<file path="config.mk">
export PLATFORM = sky130hd
export DESIGN_NAME = cpwm_top
export DESIGN_NICKNAME = d
export VERILOG_FILES = /design/src/rtl/cpwm_pkg.sv /design/src/rtl/cpwm_counter.sv /design/src/rtl/cpwm_cmp_chan.sv /design/src/rtl/cpwm_trig.sv /design/src/rtl/cpwm_top.sv
export SDC_FILE = /design/constraint.sdc
export NUM_CORES = 1
export LEC_CHECK = 0
export BUFFER_PORTS_ARGS = -buffer_cell sky130_fd_sc_hd__buf_2
export CORE_MARGIN = 3
export CORE_UTILIZATION = 50
export CTS_BUF_LIST = sky130_fd_sc_hd__clkbuf_16
export DETAILED_ROUTE_END_ITERATION = 10
export PLACE_DENSITY = 0.71
export SLEW_MARGIN = 10
export SYNTH_ARGS = -nofsm -noshare
export SYNTH_HDL_FRONTEND = slang
export SYNTH_HIERARCHICAL = 1
export SYNTH_SLANG_ARGS = --single-unit
</file>
<file path="constraint.sdc">
create_clock -name clk -period 3.86 [get_ports clk]
set_input_delay 0.386 -clock clk [delete_from_list [all_inputs] [get_ports clk]]
set_output_delay 0.386 -clock clk [all_outputs]
set_load 0.05 [all_outputs]
</file>
<file path="src/rtl/cpwm_pkg.sv">
// Shared definitions for the symmetric PWM generator.
// Event bit positions are fixed because the trigger mask and status use them.
package cpwm_pkg;
    localparam int NEVT = 6;

    typedef enum int unsigned {
        EV_ZERO = 0,
        EV_TOP  = 1,
        EV_AUP  = 2,
        EV_ADN  = 3,
        EV_BUP  = 4,
        EV_BDN  = 5
    } evt_idx_e;
endpackage

</file>
<file path="src/rtl/cpwm_counter.sv">
// Up/down counter between zero and a double-buffered top value.
// Assumes the active top value is at least 1. The direction flips on the
// clock at zero and at top, so each of those values lasts one cycle.
module cpwm_counter #(
    parameter int W = 16
) (
    input  logic         clk,
    input  logic         rst_n,
    input  logic         en,
    input  logic         load_wr,
    input  logic [W-1:0] load_val,
    output logic [W-1:0] count,
    output logic         dir_up,
    output logic         zero_evt,
    output logic         top_evt
);
    localparam logic [W-1:0] ONE = W'(1);

    logic [W-1:0] top_sh_q;
    logic [W-1:0] top_act_q;

    assign zero_evt = en && (count == '0);
    assign top_evt  = en && dir_up && (count == top_act_q);

    // Capture writes into the top-value shadow.
    always_ff @(posedge clk) begin
        if (!rst_n)       top_sh_q <= '0;
        else if (load_wr) top_sh_q <= load_val;
    end

    // Apply the shadow top value at the zero point or while idle.
    always_ff @(posedge clk) begin
        if (!rst_n)                 top_act_q <= '0;
        else if (!en || zero_evt)   top_act_q <= top_sh_q;
    end

    // Step the counter and turn it around at zero and at top.
    always_ff @(posedge clk) begin
        if (!rst_n || !en) begin
            count  <= '0;
            dir_up <= 1'b1;
        end else if (dir_up) begin
            if (count == top_act_q) begin
                dir_up <= 1'b0;
                count  <= count - ONE;
            end else begin
                count  <= count + ONE;
            end
        end else begin
            if (count == '0) begin
                dir_up <= 1'b1;
                count  <= count + ONE;
            end else begin
                count  <= count - ONE;
            end
        end
    end
endmodule

</file>
<file path="src/rtl/cpwm_cmp_chan.sv">
// One compare channel: shadow and active compare value, output level and
// the two direction-qualified crossing events. The rising event fires on the
// cycle where the count first exceeds the compare value, and the falling
// event fires on the cycle where the count drops back to it. Both match the
// output edges.
module cpwm_cmp_chan #(
    parameter int W = 16
) (
    input  logic         clk,
    input  logic         rst_n,
    input  logic         en,
    input  logic         cmp_wr,
    input  logic [W-1:0] cmp_val,
    input  logic         upd,
    input  logic [W-1:0] count,
    input  logic         dir_up,
    output logic         above,
    output logic         ev_up,
    output logic         ev_dn
);
    localparam int WX = W + 1;

    logic [W-1:0] sh_q;
    logic [W-1:0] act_q;

    // Hold newly written compare values.
    always_ff @(posedge clk) begin
        if (!rst_n)      sh_q <= '0;
        else if (cmp_wr) sh_q <= cmp_val;
    end

    // Transfer the shadow at the selected boundary or while idle.
    always_ff @(posedge clk) begin
        if (!rst_n)           act_q <= '0;
        else if (!en || upd)  act_q <= sh_q;
    end

    assign above = en && (count > act_q);
    assign ev_up = en && dir_up  && ({1'b0, count} == ({1'b0, act_q} + WX'(1)));
    assign ev_dn = en && !dir_up && (count == act_q);
endmodule

</file>
<file path="src/rtl/cpwm_trig.sv">
// Masks the event vector onto one trigger line and keeps sticky flags.
// Assumes events are already single-cycle pulses.
module cpwm_trig #(
    parameter int N = 6
) (
    input  logic         clk,
    input  logic         rst_n,
    input  logic [N-1:0] evt,
    input  logic [N-1:0] mask,
    input  logic [N-1:0] clr,
    output logic         trig,
    output logic [N-1:0] status
);
    logic [N-1:0] hit;

    assign hit  = evt & mask;
    assign trig = |hit;

    // Sticky flags; a new hit outranks a same-cycle clear.
    always_ff @(posedge clk) begin
        if (!rst_n) status <= '0;
        else        status <= (status & ~clr) | hit;
    end
endmodule

</file>
<file path="src/rtl/cpwm_top.sv">
// Symmetric PWM generator with masked conversion triggers and
// cycle-by-cycle fault blanking. Assumes the programmed top value is >= 1.
module cpwm_top #(
    parameter int W = 16
) (
    input  logic                         clk,
    input  logic                         rst_n,
    input  logic                         gen_en,
    input  logic                         sync_at_load,
    input  logic                         load_wr,
    input  logic [W-1:0]                 load_val,
    input  logic                         cmpa_wr,
    input  logic [W-1:0]                 cmpa_val,
    input  logic                         cmpb_wr,
    input  logic [W-1:0]                 cmpb_val,
    input  logic [cpwm_pkg::NEVT-1:0]    trig_mask,
    input  logic [cpwm_pkg::NEVT-1:0]    clr_status,
    input  logic                         fault,
    output logic [W-1:0]                 count,
    output logic                         pwm_a,
    output logic                         pwm_b,
    output logic                         trig,
    output logic [cpwm_pkg::NEVT-1:0]    status
);
    import cpwm_pkg::*;

    localparam int NCH = 2;

    logic                 dir_up;
    logic                 zero_evt;
    logic                 top_evt;
    logic                 upd;
    logic                 blank_q;
    logic [NCH-1:0]       ch_wr;
    logic [W-1:0]         ch_val [NCH];
    logic [NCH-1:0]       ch_above;
    logic [NCH-1:0]       ch_up;
    logic [NCH-1:0]       ch_dn;
    logic [NEVT-1:0]      evt;

    assign ch_wr     = {cmpb_wr, cmpa_wr};
    assign ch_val[0] = cmpa_val;
    assign ch_val[1] = cmpb_val;
    assign upd       = sync_at_load ? top_evt : zero_evt;

    cpwm_counter #(.W(W)) i_cnt (
        .clk      (clk),
        .rst_n    (rst_n),
        .en       (gen_en),
        .load_wr  (load_wr),
        .load_val (load_val),
        .count    (count),
        .dir_up   (dir_up),
        .zero_evt (zero_evt),
        .top_evt  (top_evt)
    );

    for (genvar g = 0; g < NCH; g++) begin : g_ch
        cpwm_cmp_chan #(.W(W)) i_ch (
            .clk     (clk),
            .rst_n   (rst_n),
            .en      (gen_en),
            .cmp_wr  (ch_wr[g]),
            .cmp_val (ch_val[g]),
            .upd     (upd),
            .count   (count),
            .dir_up  (dir_up),
            .above   (ch_above[g]),
            .ev_up   (ch_up[g]),
            .ev_dn   (ch_dn[g])
        );
    end

    // Assemble the event vector in its fixed bit order.
    always_comb begin
        evt          = '0;
        evt[EV_ZERO] = zero_evt;
        evt[EV_TOP]  = top_evt;
        evt[EV_AUP]  = ch_up[0];
        evt[EV_ADN]  = ch_dn[0];
        evt[EV_BUP]  = ch_up[1];
        evt[EV_BDN]  = ch_dn[1];
    end

    // Blanking latch: set by fault, released at a fault-free zero point.
    always_ff @(posedge clk) begin
        if (!rst_n || !gen_en) blank_q <= 1'b0;
        else if (fault)        blank_q <= 1'b1;
        else if (zero_evt)     blank_q <= 1'b0;
    end

    assign pwm_a = ch_above[0] && !fault && !blank_q;
    assign pwm_b = ch_above[1] && !fault && !blank_q;

    cpwm_trig #(.N(NEVT)) i_trig (
        .clk    (clk),
        .rst_n  (rst_n),
        .evt    (evt),
        .mask   (trig_mask),
        .clr    (clr_status),
        .trig   (trig),
        .status (status)
    );
endmodule

</file>
# Yosys cells after proc, flatten, opt, wreduce, memory -nomap -nowiden
# Cells that the tools add are included.
# op_classes
reduce_logical	25
mux	9
addsub	4
div_mod_pow	0
n_eq_ne	5
multipliers	0
n_shift	0
n_lt_le_gt_ge	2
bitwise	4
# op_table
op	n
16-bit == test	3
16-bit two-way mux	3
16-bit by 1-bit adder with 17-bit output, second input constant	2
16-bit by 17-bit == test with 1-bit output	2
16-bit greater-than comparator	2
16-bit by 1-bit adder with 16-bit output, second input constant	1
16-bit zero test	1
16-bit by 1-bit subtractor with 16-bit output, second input constant	1
1-bit logical AND	14
6-bit bitwise AND	2
1-bit two-way mux	6
6-bit inverter	1
6-bit OR	1
6-bit OR reduction	1
1-bit zero test	5
1-bit logical OR	3
2-bit nonzero test	1
# word_totals
ramBits	0
mem_count	0
latch_bits	0
input_bits	68
romBits	0
wordCells	59
ff_bits	120

# Logic depth before layout (Yosys ltp)
# Gate-level depths: netlist (run 1).
# depth
depth_word	5
ltp_mapped	11
depth_no_buf	9

# Modules after synthesis
# Netlist (run 1), hierarchy kept.
# modules_own_cells
module	n_inst	cells_per_inst	area_each_um2
cpwm_cmp_chan	2	245	2083.2
cpwm_counter	1	281	2667.6
cpwm_trig	1	27	246.5
cpwm_top	1	6	62.6

# Least setup slack after synthesis (run 1)
# Ideal clock, no wire load.
# synth_path
kind	reg-to-reg
from	register i_cnt.count[7]
to	register g_ch[0].i_ch.act_q[10]
path_buffers	3
synth_period_minus_slack_ns	3.308
arrival_time_ns	3.233
t_required_ns	3.784
setup_ns	0.076
stages_incl_launch_ff	12
slack_ns	0.552
path_cell_list	dfxtp_1 buf_6 or3_4 or3_4 or4_4 nor2_1 mux2_2 nand2b_1 clkbuf_1 clkbuf_1 nand2_1 a21boi_0
# synth_between
elab_chain_len	4
elab_cells_between_ends	6
classes_between	eq/ne (1); mux (1); reduce/logical (4)
# synth_lines
element	line_no	rtl
from (decl)	cpwm_counter.sv:12	output logic [W-1:0] count,
from (signal assigned)	cpwm_counter.sv:45	count <= count - ONE;
from (signal assigned)	cpwm_counter.sv:47	count <= count + ONE;
from (signal assigned)	cpwm_counter.sv:52	count <= count + ONE;
16-bit zero test	cpwm_counter.sv:22	assign zero_evt = en && (count == '0);
1-bit logical AND	cpwm_counter.sv:22	
net zero_evt	cpwm_top.sv:30	logic zero_evt;
1-bit two-way mux	cpwm_top.sv:44	assign upd = sync_at_load ? top_evt : zero_evt;
net upd	cpwm_top.sv:32	logic upd;
1-bit logical OR	cpwm_cmp_chan.sv:35	else if (!en || upd) act_q <= sh_q;
to (signal assigned)	cpwm_cmp_chan.sv:35	
to (decl)	cpwm_cmp_chan.sv:24	logic [W-1:0] act_q;
# The timed path passes the listed nets, and every way through them passes these cells.
# A chain may end at the register's enable or synchronous reset.

# Final worst setup path (run 1)
# layout_path
from	register g_ch[0].i_ch.act_q[1]
to	output port trig
# layout_between
elab_chain_len	5
elab_cells_between_ends	7
classes_between	add/sub (1); eq/ne (2); bitwise (1); reduce/logical (3)
# layout_lines
element	line_no	rtl
16-bit by 1-bit adder with 17-bit output	cpwm_cmp_chan.sv:39	assign ev_up = en && dir_up && ({1'b0, count} == ({1'b0, act_q} + WX'(1)));
16-bit by 17-bit == test with 1-bit output	cpwm_cmp_chan.sv:39	
1-bit logical AND	cpwm_cmp_chan.sv:39	
net ch_up[0]	cpwm_top.sv:37	logic [NCH-1:0] ch_up;
6-bit bitwise AND	cpwm_trig.sv:16	assign hit = evt & mask;
6-bit OR reduction	cpwm_trig.sv:17	assign trig = |hit;
to (decl)	cpwm_top.sv:22	output logic trig,
# The timed path passes the listed nets, and every way through them passes these cells.

==> results.md, run 1 <==
- Outcome: completed
- Final Non-Filler Cells: 1084
- Total CTS buffers: 17
- Cell Rows: 43
- Hold_buf cts: 0
- Post-CTS sizing: 0
- Htree depth: 4
- Worst IR Drop VDD: 0.408 mV
- Final net count: 996
- Count of final hold-check violations: 0
- Avg Inst Size Synth: 8.88 sq um
- Crit-path max FO: 6
- DRC Markers: 0
- Overall routing resource usage: 22.4%
- Number of antenna diodes: 0
- Power Dens Cells: 912 nW/um^2
- GPL Wtd Cong: 0.883
- CTS clk-pin slew, worst paths: 0.06 ns
- Fmax: 283 MHz
- Largest net degree at the start of global routing: 60
- CTS tree: yes
- Root Buffer: clkbuf_16
- Vias per cell: 5.53
- Placed Cells: 1052
- Initial Util: 51.3%
- Worst hold margin: 0.217 ns
- P_leak: 3.42 nW
- Post-DP HPWL: 12.7 mm
- Seq/Total Area, Yosys: 33.6%
- Wire length of the first global-routing pass: 28.6 mm
- Yosys Warn Count: 6
- Vias: 5991
- Most common cell after layout, fill and taps aside: dfxtp_1
- Setup ws final: 0.320 ns
- RSZ-0062 raised after global routing: false
- Top-Level Pins: 93
- Hold crit path type: in2reg
- Sum Neg Setup Slack: 0 ns
- Setup violations, final: 0
- Layout cells sized above 1: 18.4%
- DRT antenna net count: 0
- CP arrival: 3.15 ns
- Async set-reset flop share out of synthesis: 0%
- Synthesized net count: 909
- WL/cell: 16.1 um
- Worst setup EP type: output port
- Setup Skew: 0.0102 ns
- Max-slew violations: 0
- Detailed Routing Iterations Pass 1: 5
- Most area-consuming cells after synthesis: dfxtp_1 34%, mux2i_1 9.2%, ha_1 6.5%, nor2b_1 6.0%, xnor2_1 6.0%
- Path type of the worst setup path: reg2out
- Cell count after synthesis: 804
- Min Clock Period, post-route: 3.54 ns
- Worst-Skew Late Latency: 0.42 ns
- Antenna violations before repair: 0
- Top_reg_cell synth: dfxtp_1
- Post-CTS setup buffer count: 0
- DIE WIDTH: 126 um
- CTS max path bufs: 2
- Largest area contributor in the netlist: dfxtp_1
- Clk sinks: 120
- Mapped cell area: 7140 sq um
- Most frequent cells in the layout: 120 x dfxtp_1, 97 x nand2_1, 92 x buf_2
- Synth top area share: 33.6%
- CORE AREA: 13900 sq um
- Total wire length: 17.5 mm
- Fillers: 1299
- Number of global-route vias before repair: 5660
- Slew headroom: 27.3%
- Synth Register Bits: 120
- Startpoint Class: flop
- Die H: 126 um
- Initial DRC Count: 460
- Layout overhead on the synthesized area: 15.0%
- I/O Buffers: 92
- Worst slew pin tran: 1.09 ns
- Grt ovf: 0
- Max Cap Viol: 0
- Post-place setup slack: 0.562 ns
- Final Util: 58.9%
- Die area: 15800 sq um
- Period utilization: 91.7%
- EDFF count, synth: 0
- WP data required: 3.47 ns
- Distinct cell type count of the synthesized netlist: 65
-- final timing paths --
check | start | endpoint | slack [ns] | cells past startpoint
max reg2reg | i_cnt/count[1]$_SDFF_PP0_ | g_ch[0].i_ch/act_q[4]$_SDFFE_PN0P_ | 0.54 | 9
max | g_ch[0].i_ch/act_q[1]$_SDFFE_PN0P_ | trig | 0.32 | 10
min reg2reg | g_ch[0].i_ch/sh_q[13]$_SDFFE_PN0P_ | g_ch[0].i_ch/act_q[13]$_SDFFE_PN0P_ | 0.47 | 2
min | trig_mask[2] | i_trig/status[2]$_SDFF_PN0_ | 0.22 | 3
-- state kept, by name (all words and copies together) (netlist names) --
register,count
blank_q,1
g_ch.i_ch/act_q,32
g_ch.i_ch/sh_q,32
i_cnt/count,16
i_cnt/dir_up,1
i_cnt/top_act_q,16
i_cnt/top_sh_q,16
i_trig/status,6
-- cell usage after synthesis (12+ instances only) --
cell,instances
dfxtp_1,120
a21o_1,12
clkbuf_1,24
inv_1,40
xnor2_1,49
nor3b_1,15
a21oi_1,18
nor2b_1,69
a21boi_0,32
nand2b_1,13
nor2_1,14
nand2_1,97
o21ai_0,14
nand4_1,19
nand3_1,22
nor3_1,29
mux2i_1,66
ha_1,37
-- metal layers --
| layer | vias to the layer above | global-route usage (%) | routed length [um] |
|---|---|---|---|
| met5 | - | 0 | 0 |
| met4 | 0 | 8.16 | 302 |
| met3 | 18 | 5.17 | 1120 |
| met2 | 185 | 35.7 | 8070 |
| met1 | 2781 | 29.7 | 8000 |
| li1 | 3007 | - | - |
-- cell type report --
type	instances	area (sq um)	share of cell area, %
Inverter	40	150	1.83
Clock buffer	17	425	5.18
Sequential cell	120	2400	29.2
Timing Repair Buffer	103	543	6.61
Multi-Input combinational cell	609	4360	53.0
Clock inverter	15	113	1.37
Tap cell	180	225	2.74
-- metrics by stage --
stage	instance area, sq um	power [mW]
CTS	8210	7.49
global route	8210	8.04
global placement	7680	5.99
finish	8210	7.49
floorplan	7140	5.21
detailed placement	7680	6.02
-- report_power, final --
part           switching [mW]  internal, mW
combinational            2.52          1.74
sequential              0.338          1.44
clock                   0.578         0.871
-- kinds of logic after synthesis --
| family | share of synthesized area [%] |
|---|---|
| and+or+nand+nor | 25.7 |
| xor gates and xnor gates | 6.74 |
| AOI/OAI and AO/OA | 12.3 |
| muxes | 9.72 |
| buffers and inverters | 5.39 |
| adders and majority gates | 6.48 |
| DFF | 33.6 |
-- critical path, stage by stage, from the launching register on --
cell and delay, ns:
dfxtp_1 0.41, ha_1 0.21, nand3_1 0.21, or4_4 0.55
o21ai_1 0.15, a311o_1 0.19, o2111ai_1 0.11, a2111oi_2 0.37
a22oi_1 0.16, nand4_1 0.11, buf_2 0.27
(Power assumes the default switching activity.)
==> run 2, diff against run 1 <==
==> constraint.sdc (replaced) <==
create_clock -name clk -period 4.3 [get_ports clk]
set_input_delay 0.43 -clock clk [delete_from_list [all_inputs] [get_ports clk]]
set_output_delay 0.43 -clock clk [all_outputs]
set_load 0.05 [all_outputs]
==> run 2 against run 1 <==
  * Count of clock-buffer cells in the layout stayed put
  * Largest cell class unchanged
  * First-iteration DRC count is 4.6% lower
  * Clock skew is 0.0044 ns higher
  * Global-route usage hardly changed
  * Critical path depth is 3 lower
==> results.md, run 2 (synthesized netlist as in run 1, its figures left out) <==
- Outcome: completed (unchanged)
- Worst hold margin: 0.268 ns (was 0.217 ns)
- Fmax: 282 MHz
- Number of antenna diodes: 0 (unchanged)
- Final Util: 58.7% (was 58.9%)
- Max-slew violations: 0 (unchanged)
- Crit-path cells: or3_4 -> or3_4 -> or4_4 -> nor2_1 -> a22oi_1 -> nand4_1 -> buf_2 (was ha_1 -> nand3_1 -> or4_4 -> o21ai_1 -> a311o_1 -> o2111ai_1 -> a2111oi_2 -> a22oi_1 -> nand4_1 -> buf_2)
- Worst-Skew Late Latency: 0.42 ns (about the same)
- Cell Rows: 43 (unchanged)
- Path type of the worst setup path: reg2out (unchanged)
- Power Dens Cells: 828 nW/um^2 (was 912 nW/um^2)
- Grt ovf: 0 (unchanged)
- Die area: 15800 sq um (unchanged)
- Initial Util: 51.3% (unchanged)
- Wire length of the first global-routing pass: 28.5 mm (was 28.6 mm)
- CTS clk-pin slew, worst paths: 0.05 ns (was 0.06 ns)
- Most common cell after layout, fill and taps aside: dfxtp_1 (unchanged)
- Antenna violations before repair: 0 (unchanged)
- Period utilization: 82.4%
- Top-Level Pins: 93 (unchanged)
- I/O Buffers: 92 (unchanged)
- Total wire length: 17.5 mm (about the same)
- Count of final hold-check violations: 0 (unchanged)
- Number of global-route vias before repair: 5598 (was 5660)
- Worst IR Drop VDD: 0.583 mV (was 0.408 mV)
- Crit-path max FO: 15 (was 6)
- Die H: 126 um (unchanged)
- Hold crit path type: in2reg (unchanged)
- Top flop regs: g_ch.i_ch/act_q (32), g_ch.i_ch/sh_q (32) (unchanged)
- Root Buffer: clkbuf_16 (unchanged)
- Sum Neg Setup Slack: 0 ns (unchanged)
- CTS max path bufs: 2 (unchanged)
- Post-place setup slack: 1.00 ns (was 0.562 ns)
- Most frequent CP cell: or3_4
- Worst slew pin tran: 1.18 ns (was 1.09 ns)
- Largest net degree at the start of global routing: 63 (was 60)
- Layout cells sized above 1: 17.7% (was 18.4%)
- WL/cell: 16.2 um (was 16.1 um)
- Total CTS buffers: 17 (unchanged)
- Post-CTS sizing: 0 (unchanged)
- Crit path max-delay family: simple AND/OR/NAND/NOR gates (was compound AO/OA/AOI/OAI gates)
- Worst setup EP type: output port (unchanged)
- DRC Markers: 0 (unchanged)
- DIE WIDTH: 126 um (unchanged)
- CTS tree: yes (unchanged)
- Most frequent cells in the layout: 120 x dfxtp_1, 97 x nand2_1, 92 x buf_2 (unchanged)
- CP arrival: 3.11 ns (was 3.15 ns)
- Detailed Routing Iterations Pass 1: 5 (unchanged)
- Slew headroom: 21.5% (was 27.3%)
- Setup Skew: 0.0147 ns (was 0.0102 ns)
- RSZ-0062 raised after global routing: false (unchanged)
- Setup violations, final: 0 (unchanged)
- Min Clock Period, post-route: 3.54 ns
- WP data required: 3.87 ns (was 3.47 ns)
- Final net count: 986 (was 996)
- Layout overhead on the synthesized area: 14.5% (was 15.0%)
- GPL Wtd Cong: 0.882 (was 0.883)
- Hold_buf cts: 0 (unchanged)
- Clk sinks: 120 (unchanged)
- Crit path buffers/inverters: 1 (unchanged)
- Startpoint Class: flop (unchanged)
- Post-CTS setup buffer count: 0 (unchanged)
- Overall routing resource usage: 22.4% (about the same)
- Largest stage delay, worst path: 0.58 ns (was 0.55 ns)
- Vias per cell: 5.57 (was 5.53)
- Initial DRC Count: 439 (was 460)
- Post-DP HPWL: 12.4 mm (was 12.7 mm)
- Max Cap Viol: 0 (unchanged)
- Setup ws final: 0.758 ns (was 0.320 ns)
- P_leak: 3.38 nW (was 3.42 nW)
- CORE AREA: 13900 sq um (unchanged)
- Slowest library cell on the worst path: or4_4 (unchanged)
- Vias: 5982 (was 5991)
- DRT antenna net count: 0 (unchanged)
- Htree depth: 4 (unchanged)
## run 2: cell count changes in the layout (fill, tap and decap cells not counted), sizes merged
cell and change:
buf -10, bufinv +1, clkinvlp -1
## run 2: area by class of cell
type,instances,area (sq um)
inverter,40,150
timing repair buffer,93,468
clock inverter,15,153
sequential,120,2400
tap,180,225
clock buffer,17,425
fill,1274,5760
multi-input combinational,609,4360
## run 2: power by group
part           switching (mW)  internal [mW]
clock network           0.531          0.852
logic                    2.11           1.51
registers               0.474           1.29
## run 2: metrics by stage
stage                     area, sq um  cells  power (mW)
after detailed placement         7600   1042        5.35
after global placement           7600   1042        5.31
after global routing             8180   1074        7.24
final                            8180   1074        6.77
after CTS                        8180   1074        6.76
after floorplan                  7140    804        4.68
## run 2: worst paths after layout
check                                    start  slack [ns]  cells after the start                             endpoint
max                  i_cnt/count[7]$_SDFF_PP0_        0.76                      7                                 trig
min                              clr_status[2]        0.27                      3          i_trig/status[2]$_SDFF_PN0_
max reg2reg          i_cnt/count[7]$_SDFF_PP0_        0.82                      8  g_ch[0].i_ch/act_q[15]$_SDFFE_PN0P_
min reg2reg  g_ch[0].i_ch/sh_q[8]$_SDFFE_PN0P_        0.46                      2   g_ch[0].i_ch/act_q[8]$_SDFFE_PN0P_
## run 2: per-layer routing
layer / vias to the layer above / part of all wire [%] / GRT usage, %
met5: - / 0 / 0
met3: 27 / 6.1 / 5.72
met1: 2790 / 46 / 30.2
met2: 176 / 45 / 35.0
li1: 2989 / - / -
met4: 0 / 2.2 / 7.91
## run 2: tightest hold or removal path, delay by kind of cell
family	cells	cell delay (ns)
and+or+nand+nor	1	0.08
buffers and inverters	1	0.07
AOI/OAI and AO/OA	1	0.05
